File: config.mk
export PLATFORM = sky130hd
export DESIGN_NAME = mc_gray_sorter
export DESIGN_NICKNAME = d
export VERILOG_FILES = /design/src/rtl/mcgs_pkg.sv /design/src/rtl/mcgs_step.sv /design/src/rtl/mcgs_merge.sv /design/src/rtl/mcgs_chain.sv /design/src/rtl/mc_gray_sorter.sv
export SDC_FILE = /design/constraint.sdc
export NUM_CORES = 1
export LEC_CHECK = 0
export BUFFER_PORTS_ARGS = -buffer_cell sky130_fd_sc_hd__buf_4
export CORE_MARGIN = 4
export CORE_UTILIZATION = 54
export CTS_BUF_LIST = sky130_fd_sc_hd__clkbuf_8
export DETAILED_ROUTE_END_ITERATION = 10
export HOLD_SLACK_MARGIN = 0.05
export PLACE_DENSITY = 0.95
export SYNTH_ARGS = -nofsm -noshare
export SYNTH_HDL_FRONTEND = slang
export SYNTH_SLANG_ARGS = --single-unit
File: constraint.sdc
create_clock -name clk -period 4.78 [get_ports clk]
set_input_delay 0.717 -clock clk [delete_from_list [all_inputs] [get_ports clk]]
set_output_delay 0.717 -clock clk [all_outputs]
set_load 0.005 [all_outputs]
File: src/rtl/mcgs_pkg.sv
// Shared types and three-valued gate functions for the Gray sorter.
// Assumes a trit is {surely_one, maybe_one}: 00 = 0, 11 = 1, 01 = unresolved.
// Each gate returns the closure of its Boolean function on that encoding.
package mcgs_pkg;

    typedef logic [1:0] trit_t;

    localparam trit_t TRIT_0 = 2'b00;
    localparam trit_t TRIT_1 = 2'b11;
    localparam trit_t TRIT_M = 2'b01;

    // Scan state: x_lead set alone = first word ahead, y_lead alone = second
    // word ahead, both clear = equal prefix with even parity, both set = odd.
    typedef struct packed {
        trit_t x_lead;
        trit_t y_lead;
    } scan_t;

    localparam scan_t SCAN_INIT = '{x_lead: TRIT_0, y_lead: TRIT_0};

    // Closure AND: surely-one and maybe-one both combine conjunctively.
    function automatic trit_t t_and(trit_t p, trit_t q);
        return p & q;
    endfunction

    // Closure OR: dual of closure AND.
    function automatic trit_t t_or(trit_t p, trit_t q);
        return p | q;
    endfunction

    // Closure NOT: swaps and inverts the two wires, so unresolved stays unresolved.
    function automatic trit_t t_not(trit_t p);
        return {~p[0], ~p[1]};
    endfunction

endpackage

File: src/rtl/mcgs_step.sv
// One step of the MSB-first comparison scan.
// Consumes one trit from each word and advances the scan state.
// Equations are complete sums of prime implicants, so that three-valued
// evaluation gives the closure of the transition function.
module mcgs_step
    import mcgs_pkg::*;
(
    input  scan_t cur,
    input  trit_t x,
    input  trit_t y,
    output scan_t nxt
);

    trit_t not_a, not_b, not_x, not_y;

    // Advance: equal-even copies (x,y); equal-odd copies inverted; decided holds.
    always_comb begin : p_step
        not_a = t_not(cur.x_lead);
        not_b = t_not(cur.y_lead);
        not_x = t_not(x);
        not_y = t_not(y);
        nxt.x_lead = t_or(t_or(t_and(cur.x_lead, not_b), t_and(not_b, x)),
                          t_and(cur.x_lead, not_x));
        nxt.y_lead = t_or(t_or(t_and(cur.y_lead, not_a), t_and(not_a, y)),
                          t_and(cur.y_lead, not_y));
    end

endmodule

File: src/rtl/mcgs_merge.sv
// Output digit selection for one trit position.
// From the scan state above this position, picks the max and min digit:
// equal-even gives OR/AND, equal-odd gives AND/OR, a decided state steers.
// Complete prime-implicant sums keep the result equal to the closure.
module mcgs_merge
    import mcgs_pkg::*;
(
    input  scan_t cur,
    input  trit_t x,
    input  trit_t y,
    output trit_t hi_t,
    output trit_t lo_t
);

    trit_t not_a, not_b, both;

    // Select the larger and smaller digit at this position.
    always_comb begin : p_merge
        not_a = t_not(cur.x_lead);
        not_b = t_not(cur.y_lead);
        both  = t_and(x, y);
        hi_t  = t_or(t_or(t_and(not_b, x), t_and(not_a, y)), both);
        lo_t  = t_or(t_or(t_and(cur.x_lead, y), t_and(cur.y_lead, x)), both);
    end

endmodule

File: src/rtl/mcgs_chain.sv
// Ripple scan across all trits, most significant first.
// Assumes packed words with trit k at bits [2k+1:2k].
// The state after the last trit is not needed, so no step is built for it.
module mcgs_chain
    import mcgs_pkg::*;
#(
    parameter int WIDTH = 8
) (
    input  logic [2*WIDTH-1:0] x_w,
    input  logic [2*WIDTH-1:0] y_w,
    output logic [2*WIDTH-1:0] hi_w,
    output logic [2*WIDTH-1:0] lo_w
);

    localparam int TOP = WIDTH - 1;

    scan_t [WIDTH-1:0] scan_w;

    assign scan_w[TOP] = SCAN_INIT;

    for (genvar k = 0; k < WIDTH; k++) begin : g_pos
        mcgs_merge u_merge (
            .cur  (scan_w[k]),
            .x    (x_w[2*k +: 2]),
            .y    (y_w[2*k +: 2]),
            .hi_t (hi_w[2*k +: 2]),
            .lo_t (lo_w[2*k +: 2])
        );
        if (k > 0) begin : g_step
            mcgs_step u_step (
                .cur (scan_w[k]),
                .x   (x_w[2*k +: 2]),
                .y   (y_w[2*k +: 2]),
                .nxt (scan_w[k-1])
            );
        end
    end

endmodule

File: src/rtl/mc_gray_sorter.sv
// Two-input sorter for Gray words of three-valued trits.
// Assumes at most one unresolved trit per input word; outputs follow the
// closure of max/min. REG_OUT selects a registered or combinational output.
module mc_gray_sorter
    import mcgs_pkg::*;
#(
    parameter int WIDTH   = 8,
    parameter bit REG_OUT = 1'b1
) (
    input  logic                 clk,
    input  logic                 rst_n,
    input  logic [2*WIDTH-1:0]   a_i,
    input  logic [2*WIDTH-1:0]   b_i,
    output logic [2*WIDTH-1:0]   max_o,
    output logic [2*WIDTH-1:0]   min_o
);

    localparam int WORD_BITS = 2 * WIDTH;

    logic [WORD_BITS-1:0] hi_w, lo_w;

    mcgs_chain #(.WIDTH(WIDTH)) u_chain (
        .x_w  (a_i),
        .y_w  (b_i),
        .hi_w (hi_w),
        .lo_w (lo_w)
    );

    if (REG_OUT) begin : g_reg
        // Capture the sorted pair; reset loads stable zeros.
        always_ff @(posedge clk) begin : p_out
            if (!rst_n) begin
                max_o <= '0;
                min_o <= '0;
            end else begin
                max_o <= hi_w;
                min_o <= lo_w;
            end
        end
    end else begin : g_comb
        assign max_o = hi_w;
        assign min_o = lo_w;
    end

endmodule

### After elaboration in Yosys (flattened, before gate mapping)

Cells that the tools add are included.

| word-level totals | value |
|---|---|
| register bits after elaboration | 32 |
| input port bits | 34 |
| output and inout port bits | 32 |
| word-level logic and storage cells | 168 |

| cells by class | value |
|---|---|
| bitwise gates (word level) | 166 |

Operator list:

| cell | count |
|---|---|
| $and 2x2->2 | 60 |
| $or 2x2->2 | 54 |
| $not 1->1 | 52 |

### Depth between registers and ports, before layout

Gate-level depths: netlist of run 1.

| depth | value |
|---|---|
| word-level depth | 28 |
| mapped depth | 10 |
| mapped depth without buffers | 9 |

### By module

From an unflattened synthesis of run 1, not the netlist that was laid out.

| unflattened totals | value |
|---|---|
| cells, all modules | 234 |
| area, all modules | 1767.9 um^2 |

Modules (own cells, without submodules):

| module | instances | cells each | area an instance (um^2) | seq. area each (um^2) |
|---|---|---|---|---|
| mc_gray_sorter | 1 | 67 | 895.9 | 640.6 |
| mcgs_merge | 8 | 12 | 62.6 | 0.0 |
| mcgs_step | 7 | 10 | 52.6 | 0.0 |
| mcgs_chain | 1 | 1 | 3.8 | 0.0 |

### Worst setup path before layout of run 1

OpenSTA, ideal clock, no wires.

| timing path | value |
|---|---|
| kind | input port to flip-flop |
| start | input port b_i[15] |
| end | register max_o[1] |
| library setup time | 0.115 ns |
| arrival time | 2.650 ns |
| data required time | 4.665 ns |
| slack | 2.015 ns |
| stages on the path | 10 |
| buffers on the path | 1 |
| path through | buf_6 -> o21ba_1 -> o311a_4 -> o32ai_4 -> nand3_1 -> a211oi_2 -> o21ai_2 -> nand2b_1 -> a22o_1 -> o21a_1 |

| on the way | value |
|---|---|
| cells in the longest elaborated chain, start to end | 27 |
| elaborated cells on any way between the ends | 67 |
| classes of those cells | bitwise (67) |

Ends and longest elaborated chain:

| item | RTL line | text |
|---|---|---|
| start, declared | mc_gray_sorter.sv:13 | `input logic [2*WIDTH-1:0] b_i,` |
| $not 1->1 / $and 2x2->2 (equally long branches) | mcgs_pkg.sv:33, mcgs_pkg.sv:23 |  |
| $and 2x2->2 / $or 2x2->2 (equally long branches) | mcgs_pkg.sv:23, mcgs_pkg.sv:28 |  |
| $or 2x2->2 | mcgs_pkg.sv:28 | `return p \| q;` |
| $or 2x2->2 / $not 1->1 (equally long branches) | mcgs_pkg.sv:28, mcgs_pkg.sv:33 |  |
| $not 1->1 / $and 2x2->2 (equally long branches) | mcgs_pkg.sv:33, mcgs_pkg.sv:23 |  |
| $and 2x2->2 / $or 2x2->2 (equally long branches) | mcgs_pkg.sv:23, mcgs_pkg.sv:28 |  |
| $or 2x2->2 | mcgs_pkg.sv:28 |  |
| $or 2x2->2 / $not 1->1 (equally long branches) | mcgs_pkg.sv:28, mcgs_pkg.sv:33 |  |
| (+10 left out) | - |  |
| $or 2x2->2 | mcgs_pkg.sv:28 |  |
| $or 2x2->2 / $not 1->1 (equally long branches) | mcgs_pkg.sv:28, mcgs_pkg.sv:33 |  |
| $and 2x2->2 | mcgs_pkg.sv:23 | `return p & q;` |
| $or 2x2->2 | mcgs_pkg.sv:28 |  |
| $or 2x2->2 (*) | mcgs_pkg.sv:28 |  |
| $not 1->1 (*) | mcgs_pkg.sv:33 | `return {~p[0], ~p[1]};` |
| $and 2x2->2 (*) | mcgs_pkg.sv:23 |  |
| $or 2x2->2 (*) (2 in a row) | mcgs_pkg.sv:28 |  |
| end signal, assigned | mc_gray_sorter.sv:36 | `max_o <= hi_w;` |
| end, declared | mc_gray_sorter.sv:14 | `output logic [2*WIDTH-1:0] max_o,` |

Mark *: on every way between the ends. The rest lies on a longest branch, timed or not.
A chain may end at the register's enable or synchronous reset.

### Final worst setup path of run 1

Same ends and word-level chain as after synthesis.

==> results of run 1 <==
Yosys cell counts, drive strengths merged (2+ instances only):
| library cell | number | area share, % |
|---|---|---|
| o311a | 2 | 1.8 |
| nor3 | 2 | 0.57 |
| o22ai | 6 | 2.9 |
| o21bai | 2 | 0.86 |
| and2 | 4 | 1.6 |
| nand2b | 5 | 1.8 |
| clkbuf | 4 | 0.86 |
| o211a | 2 | 1.1 |
| o21a | 8 | 3.4 |
| nand3 | 4 | 1.1 |
| nand2 | 21 | 4.5 |
| nor2 | 6 | 1.3 |
| o221ai | 5 | 2.5 |
| o32ai | 3 | 2.6 |
| nor2b | 4 | 1.9 |
| dfxtp | 32 | 37 |
| o211ai | 2 | 1.1 |
| a2bb2oi | 2 | 1.0 |
| a21boi | 17 | 7.3 |
| a21oi | 11 | 3.6 |
| inv | 14 | 3.0 |
| and3 | 2 | 0.72 |
| or2 | 2 | 0.72 |
| o21ai | 23 | 6.8 |
metal layers:
layer	vias to the layer above	GRT usage, %
met2	70	36.4
met5	-	0
met4	0	9.76
li1	873	-
met1	827	27.5
met3	9	5.20
cell type report:
class / instances / area share, %
sequential: 32 / 27.3
clock inverter: 2 / 0.374
tap: 44 / 2.35
multi-input combinational: 151 / 43.9
timing repair buffer: 65 / 20.8
inverter: 14 / 2.24
clock buffer: 5 / 2.94
flip-flops by register name, summed over array words and instances (netlist names):
register	count
max_o	16
min_o	16
metrics by stage:
stage | util, % | setup WS [ps]
global placement | 73.6 | 1830
global route | 76.1 | 1850
CTS | 76.1 | 1980
finish | 76.1 | 1950
detailed placement | 73.6 | 1750
floorplan | - | 2020
cells in the final DEF, fill, tap and decap left out, types with 3 or more instances in the layout:
| cell type | count |
|---|---|
| o21a_1 | 8 |
| and2_1 | 3 |
| o21ai_0 | 20 |
| a21boi_0 | 17 |
| dfxtp_1 | 32 |
| buf_4 | 65 |
| nor2_1 | 6 |
| nand2_1 | 21 |
| o221ai_1 | 5 |
| nand3_1 | 4 |
| o22ai_1 | 4 |
| nand2b_1 | 5 |
| a21oi_1 | 9 |
| clkbuf_8 | 5 |
| nor2b_1 | 3 |
| inv_1 | 15 |
worst min-delay path by stage:
stage,to,slack (ps)
5_1_grt,max_o[1],670
6_report,max_o[1],670
4_1_cts,max_o[14],660
3_5_place_dp,max_o[14],960
2_1_floorplan,max_o[14],830
3_3_place_gp,max_o[1],960
kinds of logic after synthesis:
logic type	Yosys count	share of synthesized area, %
AOI/OAI and AO/OA	95	42.1
DFF	32	36.6
buffers and inverters	19	4.51
and+or+nand+nor	56	16.7
power groups by stage:
stage / registers (W) / logic (W) / clock network [W]
after CTS: 0.000298 / 0.000215 / 0.000194
final: 0.000298 / 0.000216 / 0.000190
after global placement: 0.000304 / 0.000209 / 0
after detailed placement: 0.000304 / 0.000213 / 0
after floorplan: 0.000308 / 0.000119 / 0
after global routing: 0.000301 / 0.000239 / 0.000207
==> metrics.yaml, run 1 <==
run_status:
  status: "finished, final reports clean"
pwr:
  p_leak_nw: 1.08
  p_sw_w: 0.000209
  ir_drop_v: 0.000184
  p_int_w: 0.000495
  clkPwrFrac_pct: 27.0
  power.density_nw_per_um2: 300
  swShare_pct: 29.7
  comb_power_share_pct: 30.7
  fin_total_pwr_w: 0.000704
  power_frac_seq_pct: 42.3
clock_network:
  htreeDepth: 2
  post_cts_buffers: 0
  cts_tree: "done"
  cts_resized: 0
  cts_root_buf: "clkbuf_8"
  hold_buffers: 0
  cts_made_buffers: 5
  clkSinkCount: 32
  clk_path_buf_depth: 2
  clk_pin_slew_ps: 60
min_path:
  min_path_cells: 2
  holdCritStartpoint: "a_i[1]"
  hp-class: "in -> reg"
worst_setup_path:
  crit_start: "b_i[15]"
  crit_fanout: 9
  cp.required_ps: 4970
  worst-setup-path-type: "in -> reg"
  worst-path-stages: 10
  critPathBufInv: 1
  crit_end: "max_o[1]"
  cp_top_family: "compound AO/OA/AOI/OAI gates"
  critPathMaxStageDelay_ps: 350
  crit_chain: "buf_4 -> o21ba_1 -> o311a_4 -> o32ai_1 -> o21ai_1 -> o221ai_1 -> o21ai_2 -> nand2b_1 -> a22o_1 -> o21a_1"
  startpoint_type: "input pin"
  cp_data_arrival_time_ps: 3010
  cp_slowest_cell: "o311a_4"
  critPathCaptureType: "register"
routing:
  routed_wl_um: 4420
  num_vias: 1779
  drc: 0
  drt_iter0_markers: 120
  ant_nets: 0
  via_per_inst: 5.68
  wl_met1_um: 1980
  wl_met3_um: 318
  wl_met2_um: 2050
  first_pass_iters: 5
  top_layer: "met4"
  routedWlPerCell_um: 14.1
placement:
  dp_cells: 306
  hpwl_um: 3280
  dpl_cell_area_um2: 2270
  io_buffers: 65
  place.gp.congestion: 0.906
logic_synthesis:
  synth_area_um2: 1750
  yosysSeqAreaShare_pct: 36.6
  avgSynthCellArea_um2: 8.66
  synth.distinct_cells: 52
  synth_ff_type: "dfxtp_1"
  ys_warn_count: 0
  syn_inst: 202
  synth-seq-cells: 32
  async_flop_share_pct: 0
  syn_nets: 236
  synth_edf_count: 0
floorplanning:
  die_height_um: 64.9
  die_w_um: 64.9
  dieArea_um2: 4210
  core.rowCount: 20
  fp.coreArea_um2: 3080
  ios: 66
  initial_utilization_pct: 56.8
timing:
  relSlewSlack_pct: 65.2
  setup_tns_ps: 0
  period_needed_ps: 2830
  drv_slew: 0
  fmax_mhz: 354
  holdWs_ps: 670
  finalHoldViolCount: 0
  tightest_slew_ps: 519
  setup_viol: 0
  rsz0062_at_grt: "false"
  finalCritPeriodShare_pct: 59.1
layout:
  design_area_um2: 2340
  antenna_cells: 0
  finalNonFillerCells: 313
  num-fill-cells: 231
  multi_input_area_um2: 1030
  drive_gt1_share_pct: 32.7
  seq_area_um2: 641
  nets: 303
  area_delta_synth_final_pct: 34.0
run:
  max_cap_viol_count: 0
global_routing:
  grt-ovfl-total: 0
  grt_pass1_vias: 1642
  grt_pass1_wl_um: 7330
  antenna_found_initial: 0
  track_usage_pct: 22.2
  grt_start_max_net_pins: 37
No activity file was read; power rests on OpenSTA's default activity.
==> run 2: changes to the inputs <==
--- a/config.mk
+++ b/config.mk
@@ -5,13 +5,14 @@
 export SDC_FILE = /design/constraint.sdc
 export NUM_CORES = 1
 export LEC_CHECK = 0
+export ABC_AREA = 1
 export BUFFER_PORTS_ARGS = -buffer_cell sky130_fd_sc_hd__buf_4
 export CORE_MARGIN = 4
-export CORE_UTILIZATION = 54
+export CORE_UTILIZATION = 50
 export CTS_BUF_LIST = sky130_fd_sc_hd__clkbuf_8
 export DETAILED_ROUTE_END_ITERATION = 10
 export HOLD_SLACK_MARGIN = 0.05
-export PLACE_DENSITY = 0.95
+export PLACE_DENSITY = 0.9
 export SYNTH_ARGS = -nofsm -noshare
 export SYNTH_HDL_FRONTEND = slang
 export SYNTH_SLANG_ARGS = --single-unit
==> constraint.sdc (replaced) <==
create_clock -name clk -period 2.86 [get_ports clk]
set_input_delay 0.429 -clock clk [delete_from_list [all_inputs] [get_ports clk]]
set_output_delay 0.429 -clock clk [all_outputs]
set_load 0.005 [all_outputs]
==> metrics.yaml, run 2 <==
logic_synthesis:
  synth_edf_count: 0  # unchanged
  syn_inst: 270  # was 202
  async_flop_share_pct: 0  # unchanged
  yosys.area.top_type_share_pct: 37.6  # was 36.6%
  avgSynthCellArea_um2: 6.32  # was 8.66 um2
  synth_area_um2: 1710  # was 1750 um2
  synth-seq-cells: 32  # unchanged
  synth_area_leaders: "dfxtp_1, nand2_1, nand3_1, inv_1, nand2_2"  # was dfxtp_1, a21boi_0, o21ai_0, nand2_1, o21a_1
  synth_most_common_cell: "nand2_1"  # was dfxtp_1
  synth.largest_area_cell: "dfxtp_1"  # unchanged
  synth_ff_type: "dfxtp_1"  # unchanged
  yosysSeqAreaShare_pct: 37.6  # was 36.6%
  synth_commonest_cells: "nand2_1, nand3_1, inv_1"  # was dfxtp_1, nand2_1, o21ai_0
  ys_warn_count: 0  # unchanged
  syn_nets: 304  # was 236
  synth.distinct_cells: 19  # was 52
floorplanning:
  ios: 66  # unchanged
  fp.coreArea_um2: 3150  # was 3080 um2
  core.rowCount: 20  # unchanged
  dieArea_um2: 4410  # was 4210 um2
  initial_utilization_pct: 54.1  # was 56.8%
  die_height_um: 66.4  # was 64.9 um
  die_w_um: 66.4  # was 64.9 um
worst_setup_path:
  critPathCaptureType: "register"  # unchanged
  cp_data_arrival_time_ps: 2170  # was 3010 ps
  cp_slowest_cell: "o21ai_1"  # was o311a_4
  critPathMaxStageDelay_ps: 250  # was 350 ps
  crit_chain: "buf_4 -> o21ai_1 -> nand3_2 -> nand2_4 -> inv_2 -> nand2_1 -> nand4_1 -> nand2_1 -> nand2_2 -> nand2_2 -> nand2_2 -> nand2_1 -> nand2_1 -> nand2_1 -> nand3_1 -> nand2_1 -> inv_1"  # was buf_4 -> o21ba_1 -> o311a_4 -> o32ai_1 -> o21ai_1 -> o221ai_1 -> o21ai_2 -> nand2b_1 -> a22o_1 -> o21a_1
  worst-setup-path-type: "in -> reg"  # unchanged
  cp.required_ps: 3040  # was 4970 ps
  cp_common_cell: "nand2_1"
  crit_fanout: 6  # was 9
  startpoint_type: "input pin"  # unchanged
routing:
  via_per_inst: 5.05  # was 5.68
  ant_nets: 0  # unchanged
  num_vias: 1940  # was 1,779
  routedWlPerCell_um: 11.6  # was 14.1 um
  drc: 0  # unchanged
  first_pass_iters: 5  # unchanged
  drt_iter0_markers: 135  # was 120
  routed_wl_um: 4440  # was 4420 um
clock_network:
  clk_pin_slew_ps: 70  # was 60 ps
  clk_path_buf_depth: 2  # unchanged
  clkSinkCount: 32  # unchanged
  cts_root_buf: "clkbuf_8"  # unchanged
  post_cts_buffers: 0  # unchanged
  htreeDepth: 2  # unchanged
  cts_tree: "done"  # unchanged
  cts_resized: 0  # unchanged
  hold_buffers: 0  # unchanged
  cts_made_buffers: 5  # unchanged
timing:
  finalCritPeriodShare_pct: 69.5
  finalHoldViolCount: 0  # unchanged
  drv_slew: 0  # unchanged
  rsz0062_at_grt: "false"  # unchanged
  worst_slack_ps: 871  # was 1950 ps
  setup_tns_ps: 0  # unchanged
  relSlewSlack_pct: 80.8  # was 65.2%
  tightest_slew_ps: 286  # was 519 ps
  setup_viol: 0  # unchanged
  period_needed_ps: 1990
  fmax_mhz: 503
pwr:
  ir_drop_v: 0.000230  # was 0.000184 V
  p_leak_nw: 1.45  # was 1.08 nW
  power.density_nw_per_um2: 559  # was 300 nW/um2
  fin_total_pwr_w: 0.00130  # was 0.000704 W
placement:
  dpl_cell_area_um2: 2220  # was 2270 um2
  dp_cells: 376  # was 306
  pre_cts_ws_ps: 649  # was 1750 ps
  io_buffers: 65  # unchanged
  hpwl_um: 3630  # was 3280 um
  place.gp.congestion: 0.922  # was 0.906
min_path:
  hp-class: "in -> reg"  # unchanged
  holdCritStartpoint: "a_i[15]"  # was a_i[1]
  min_path_cells: 3  # was 2
  min_to: "max_o[15]"  # was max_o[1]
layout:
  finalNonFillerCells: 384  # was 313
  final_cell_mix: "nand2_1, buf_4, nand3_1, inv_1, dfxtp_1"  # was buf_4, dfxtp_1, nand2_1, o21ai_0, a21boi_0
  drive_gt1_share_pct: 27.9  # was 32.7%
  area_delta_synth_final_pct: 36.7  # was 34.0%
  antenna_cells: 0  # unchanged
  nets: 373  # was 303
  final_common_cell: "nand2_1"  # was buf_4
  design_area_um2: 2330  # was 2340 um2
  reg.largest.list: "max_o (16), min_o (16)"  # unchanged
global_routing:
  antenna_found_initial: 0  # unchanged
  grt_start_max_net_pins: 30  # was 37
  grt_pass1_wl_um: 7510  # was 7330 um
  grt_pass1_vias: 1727  # was 1,642
  grt-ovfl-total: 0  # unchanged
  track_usage_pct: 21.7  # was 22.2%
run_status:
  status: "finished, final reports clean"  # unchanged
run:
  max_cap_viol_count: 0  # unchanged
run 2: cell types whose count changed after synthesis, moves of 4 or more:
cell,before,now
nand2_1,21,107
inv_2,0,6
o21ai_0,20,5
a21boi_0,17,0
o22ai_1,4,0
nand3_2,0,5
nand2_2,0,10
nor2_1,6,0
o221ai_1,5,0
a21oi_1,9,2
nand2b_1,5,0
nand3_1,4,49
o21a_1,8,0
inv_1,14,41
run 2: power breakdown:
group	internal [W]	switching (W)
Combinational	0.000166	0.000216
Clock	0.000255	0.000164
Sequential	0.000490	0.0000125
run 2: worst max path at each step:
stage                  from       end  slack, ps  cells after the start
finish              a_i[13]  max_o[1]        870                     17
global route        b_i[15]  max_o[1]        560                     23
CTS                 a_i[13]  max_o[1]        910                     17
detailed placement  a_i[13]  max_o[1]        650                     17
global placement    b_i[15]  max_o[1]        680                     23
floorplan           b_i[15]  max_o[1]       1030                     22
run 2: layout make-up:
cell class              count  area (um2)
clock buffers               5        68.8
repair buffers             65         488
multi-input cells         188         863
inverters                  47         176
fillers                   271         822
clock inverters             3        38.8
well taps                  44        55.1
flip-flops and latches     32         641
run 2: critical path: cells and delay by family:
family | cells | cell delay [ps]
simple gates | 13 | 1270
compound gates | 1 | 250
buf+inv | 3 | 220
run 2: stage by stage:
step	hold slack (ps)	util (%)
after detailed placement	735	70.5
after CTS	448	73.9
after global routing	475	73.9
after floorplan	591	-
after global placement	734	70.5
final	460	73.9
run 2: cells by family (layout without fill, tap and decap cells):
kind of cell / Yosys count / in the layout / synth area share (%)
and+or+nand+nor: 178 / 178 / 47.4
buffers and inverters: 50 / 120 / 11.8
DFF: 32 / 32 / 37.6
AOI/OAI and AO/OA: 10 / 10 / 3.23
run 2: per-layer routing:
| metal | wire length (um) | GRT usage [%] |
|---|---|---|
| met1 | 1930 | 29.7 |
| met2 | 2040 | 34.2 |
| met3 | 399 | 3.91 |
| met4 | 65 | 6.85 |
| met5 | 0 | 0 |
==> run 3: changes to the inputs <==
--- a/config.mk
+++ b/config.mk
@@ -8,11 +8,11 @@
 export ABC_AREA = 1
 export BUFFER_PORTS_ARGS = -buffer_cell sky130_fd_sc_hd__buf_4
 export CORE_MARGIN = 4
-export CORE_UTILIZATION = 50
+export CORE_UTILIZATION = 45
 export CTS_BUF_LIST = sky130_fd_sc_hd__clkbuf_8
 export DETAILED_ROUTE_END_ITERATION = 10
 export HOLD_SLACK_MARGIN = 0.05
-export PLACE_DENSITY = 0.9
+export PLACE_DENSITY = 0.86
 export SYNTH_ARGS = -nofsm -noshare
 export SYNTH_HDL_FRONTEND = slang
 export SYNTH_SLANG_ARGS = --single-unit
==> constraint.sdc (replaced) <==
create_clock -name clk -period 1.59 [get_ports clk]
set_input_delay 0.2385 -clock clk [delete_from_list [all_inputs] [get_ports clk]]
set_output_delay 0.2385 -clock clk [all_outputs]
set_load 0.005 [all_outputs]
==> metrics.yaml, run 3 (same netlist as run 2, synthesis figures left out) <==
routing:
  routed_wl_um: 6150  # was 4440 um
  via_per_inst: 5.22  # was 5.05
  ant_nets: 0  # unchanged
  drt_iter0_markers: 209  # was 135
  drc: 0  # unchanged
  first_pass_iters: 7  # was 5
  num_vias: 2229  # was 1,940
  routedWlPerCell_um: 14.4  # was 11.6 um
worst_setup_path:
  crit_chain: "buf_4 -> inv_4 -> nand2_1 -> nand2_1 -> nand3_2 -> nand2_2 -> nand2_4 -> inv_2 -> nand2_1 -> nand4_1 -> nand2_1 -> nand2_1 -> nand3_2 -> nand2_2 -> nand2_1 -> nand2_1 -> nand3_1 -> nand2_1 -> inv_1"  # was buf_4 -> o21ai_1 -> nand3_2 -> nand2_4 -> inv_2 -> nand2_1 -> nand4_1 -> nand2_1 -> nand2_2 -> nand2_2 -> nand2_2 -> nand2_1 -> nand2_1 -> nand2_1 -> nand3_1 -> nand2_1 -> inv_1
  cp_common_cell: "nand2_1"  # unchanged
  worst-setup-path-type: "in -> reg"  # unchanged
  critPathMaxStageDelay_ps: 160  # was 250 ps
  crit_fanout: 5  # was 6
  cp_slowest_cell: "nand2_1"  # was o21ai_1
  crit_start: "a_i[15]"  # was a_i[13]
  crit_end: "min_o[1]"  # was max_o[1]
  cp_data_arrival_time_ps: 2000  # was 2170 ps
  cp.required_ps: 1780  # was 3040 ps
  critPathCaptureType: "register"  # unchanged
  startpoint_type: "input pin"  # unchanged
layout:
  final_common_cell: "buf_4"  # was nand2_1
  post-route-util_pct: 78.6  # was 73.9%
  reg.largest.list: "max_o (16), min_o (16)"  # unchanged
  final_cell_mix: "buf_4, nand2_1, nand2_2, inv_1, nand3_1"  # was nand2_1, buf_4, nand3_1, inv_1, dfxtp_1
  area_delta_synth_final_pct: 68.8  # was 36.7%
  drive_gt1_share_pct: 52.5  # was 27.9%
  num-fill-cells: 251  # was 271
  antenna_cells: 0  # unchanged
  nets: 412  # was 373
timing:
  setup_viol: 9  # was 0
  tightest_slew_ps: 312  # was 286 ps
  finalHoldViolCount: 0  # unchanged
  holdWs_ps: 272  # was 460 ps
  rsz0062_at_grt: "true"  # was false
  drv_slew: 0  # unchanged
  worst_slack_ps: -223  # was 871 ps
  relSlewSlack_pct: 79.2  # was 80.8%
  fmax_mhz: 552
  finalCritPeriodShare_pct: 114
  period_needed_ps: 1810
floorplanning:
  ios: 66  # unchanged
  fp.coreArea_um2: 3660  # was 3150 um2
  die_height_um: 69.6  # was 66.4 um
  initial_utilization_pct: 46.6  # was 54.1%
  die_w_um: 69.6  # was 66.4 um
  core.rowCount: 22  # was 20
  dieArea_um2: 4840  # was 4410 um2
clock_network:
  clkSinkCount: 32  # unchanged
  htreeDepth: 2  # unchanged
  cts_tree: "done"  # unchanged
  clk_path_buf_depth: 2  # unchanged
  cts_root_buf: "clkbuf_8"  # unchanged
  clk_pin_slew_ps: 60  # was 70 ps
  hold_buffers: 0  # unchanged
  cts_made_buffers: 5  # unchanged
run_status:
  violations: "negative setup slack"
  status: "complete, but fails checks"  # was finished, final reports clean
run:
  max_cap_viol_count: 0  # unchanged
placement:
  place.gp.congestion: 1.02  # was 0.922
  io_buffers: 65  # unchanged
  hpwl_um: 3850  # was 3630 um
global_routing:
  grt_pass1_wl_um: 8590  # was 7510 um
  grt-ovfl-total: 0  # unchanged
  track_usage_pct: 21.5  # was 21.7%
  antenna_found_initial: 0  # unchanged
  grt_pass1_vias: 2043  # was 1,727
  grt_start_max_net_pins: 30  # unchanged
min_path:
  hp-class: "in -> reg"  # unchanged
  min_path_cells: 5  # was 3
pwr:
  power.density_nw_per_um2: 916  # was 559 nW/um2
  ir_drop_v: 0.000419  # was 0.000230 V
  p_leak_nw: 1.68  # was 1.45 nW
run 3: cell types whose count changed in the layout (fill, tap and decap cells not counted), moves of 2 or more:
cell        delta
nand2_1       -37
nand2_2       +33
buf_8          +2
nand2_4        +4
inv_2          +4
nand3_4        +2
inv_1          -7
o21ai_2        +4
buf_4         +37
clkinvlp_4     +2
nand3_1       -16
nand3_2       +14
o21ai_0        -3
run 3: timing repair:
action,4_1_cts,5_1_grt
resized for setup,13,62
pin swaps,1,31
endpoints found under the setup margin,6,12
buffers inserted,5,5
run 3: final cells by class:
cell class	instances	area, um2	area share (%)
clock buffers	5	68.8	2.39
clock inverters	3	38.8	1.35
inverters	47	186	6.48
multi-input cells	188	1090	37.8
flip-flops and latches	32	641	22.3
well taps	48	60.1	2.09
repair buffers	104	796	27.6
run 3: layer usage:
metal / global-route usage, % / wire length [um] / vias up
met5: 0 / 0 / -
met4: 10.2 / 261 / 0
met3: 4.35 / 454 / 37
met2: 35.0 / 2910 / 133
met1: 27.0 / 2520 / 998
li1: - / - / 1061
run 3: worst max-delay path, delay by kind of cell:
kind	cells	cell delay, ps
simple gates	15	1440
buf+inv	4	320
run 3: how the worst min path moves through the flow:
| stage | slack, ps | from | endpoint |
|---|---|---|---|
| detailed placement | 550 | b_i[1] | max_o[1] |
| CTS | 260 | a_i[1] | min_o[1] |
| global placement | 550 | a_i[1] | min_o[1] |
| finish | 270 | a_i[1] | min_o[1] |
| global route | 300 | a_i[1] | min_o[1] |
| floorplan | 400 | b_i[14] | min_o[14] |
run 3: stage by stage:
| step | worst slack, ps | TNS (ps) | total power (W) | instances | cell area (um2) |
|---|---|---|---|---|---|
| final | -223 | -1340 | 0.00264 | 427 | 2880 |
| after global routing | -380 | -2730 | 0.00277 | 427 | 2880 |
| after CTS | -91.5 | -330 | 0.00247 | 422 | 2640 |
| after detailed placement | -397 | -2920 | 0.00168 | 409 | 2460 |
| after global placement | -396 | -2890 | 0.00167 | 409 | 2460 |
| after floorplan | -22.9 | -40.5 | 0.00131 | 270 | 1720 |
run 3: where the power goes:
part	switching [W]	total, W	leakage, nW	internal, W
clock	0.000294	0.000752	0.0593	0.000458
sequential	0.0000215	0.000903	0.267	0.000882
combinational	0.000542	0.000983	1.35	0.000441
total	0.000857	0.00264	1.68	0.00178
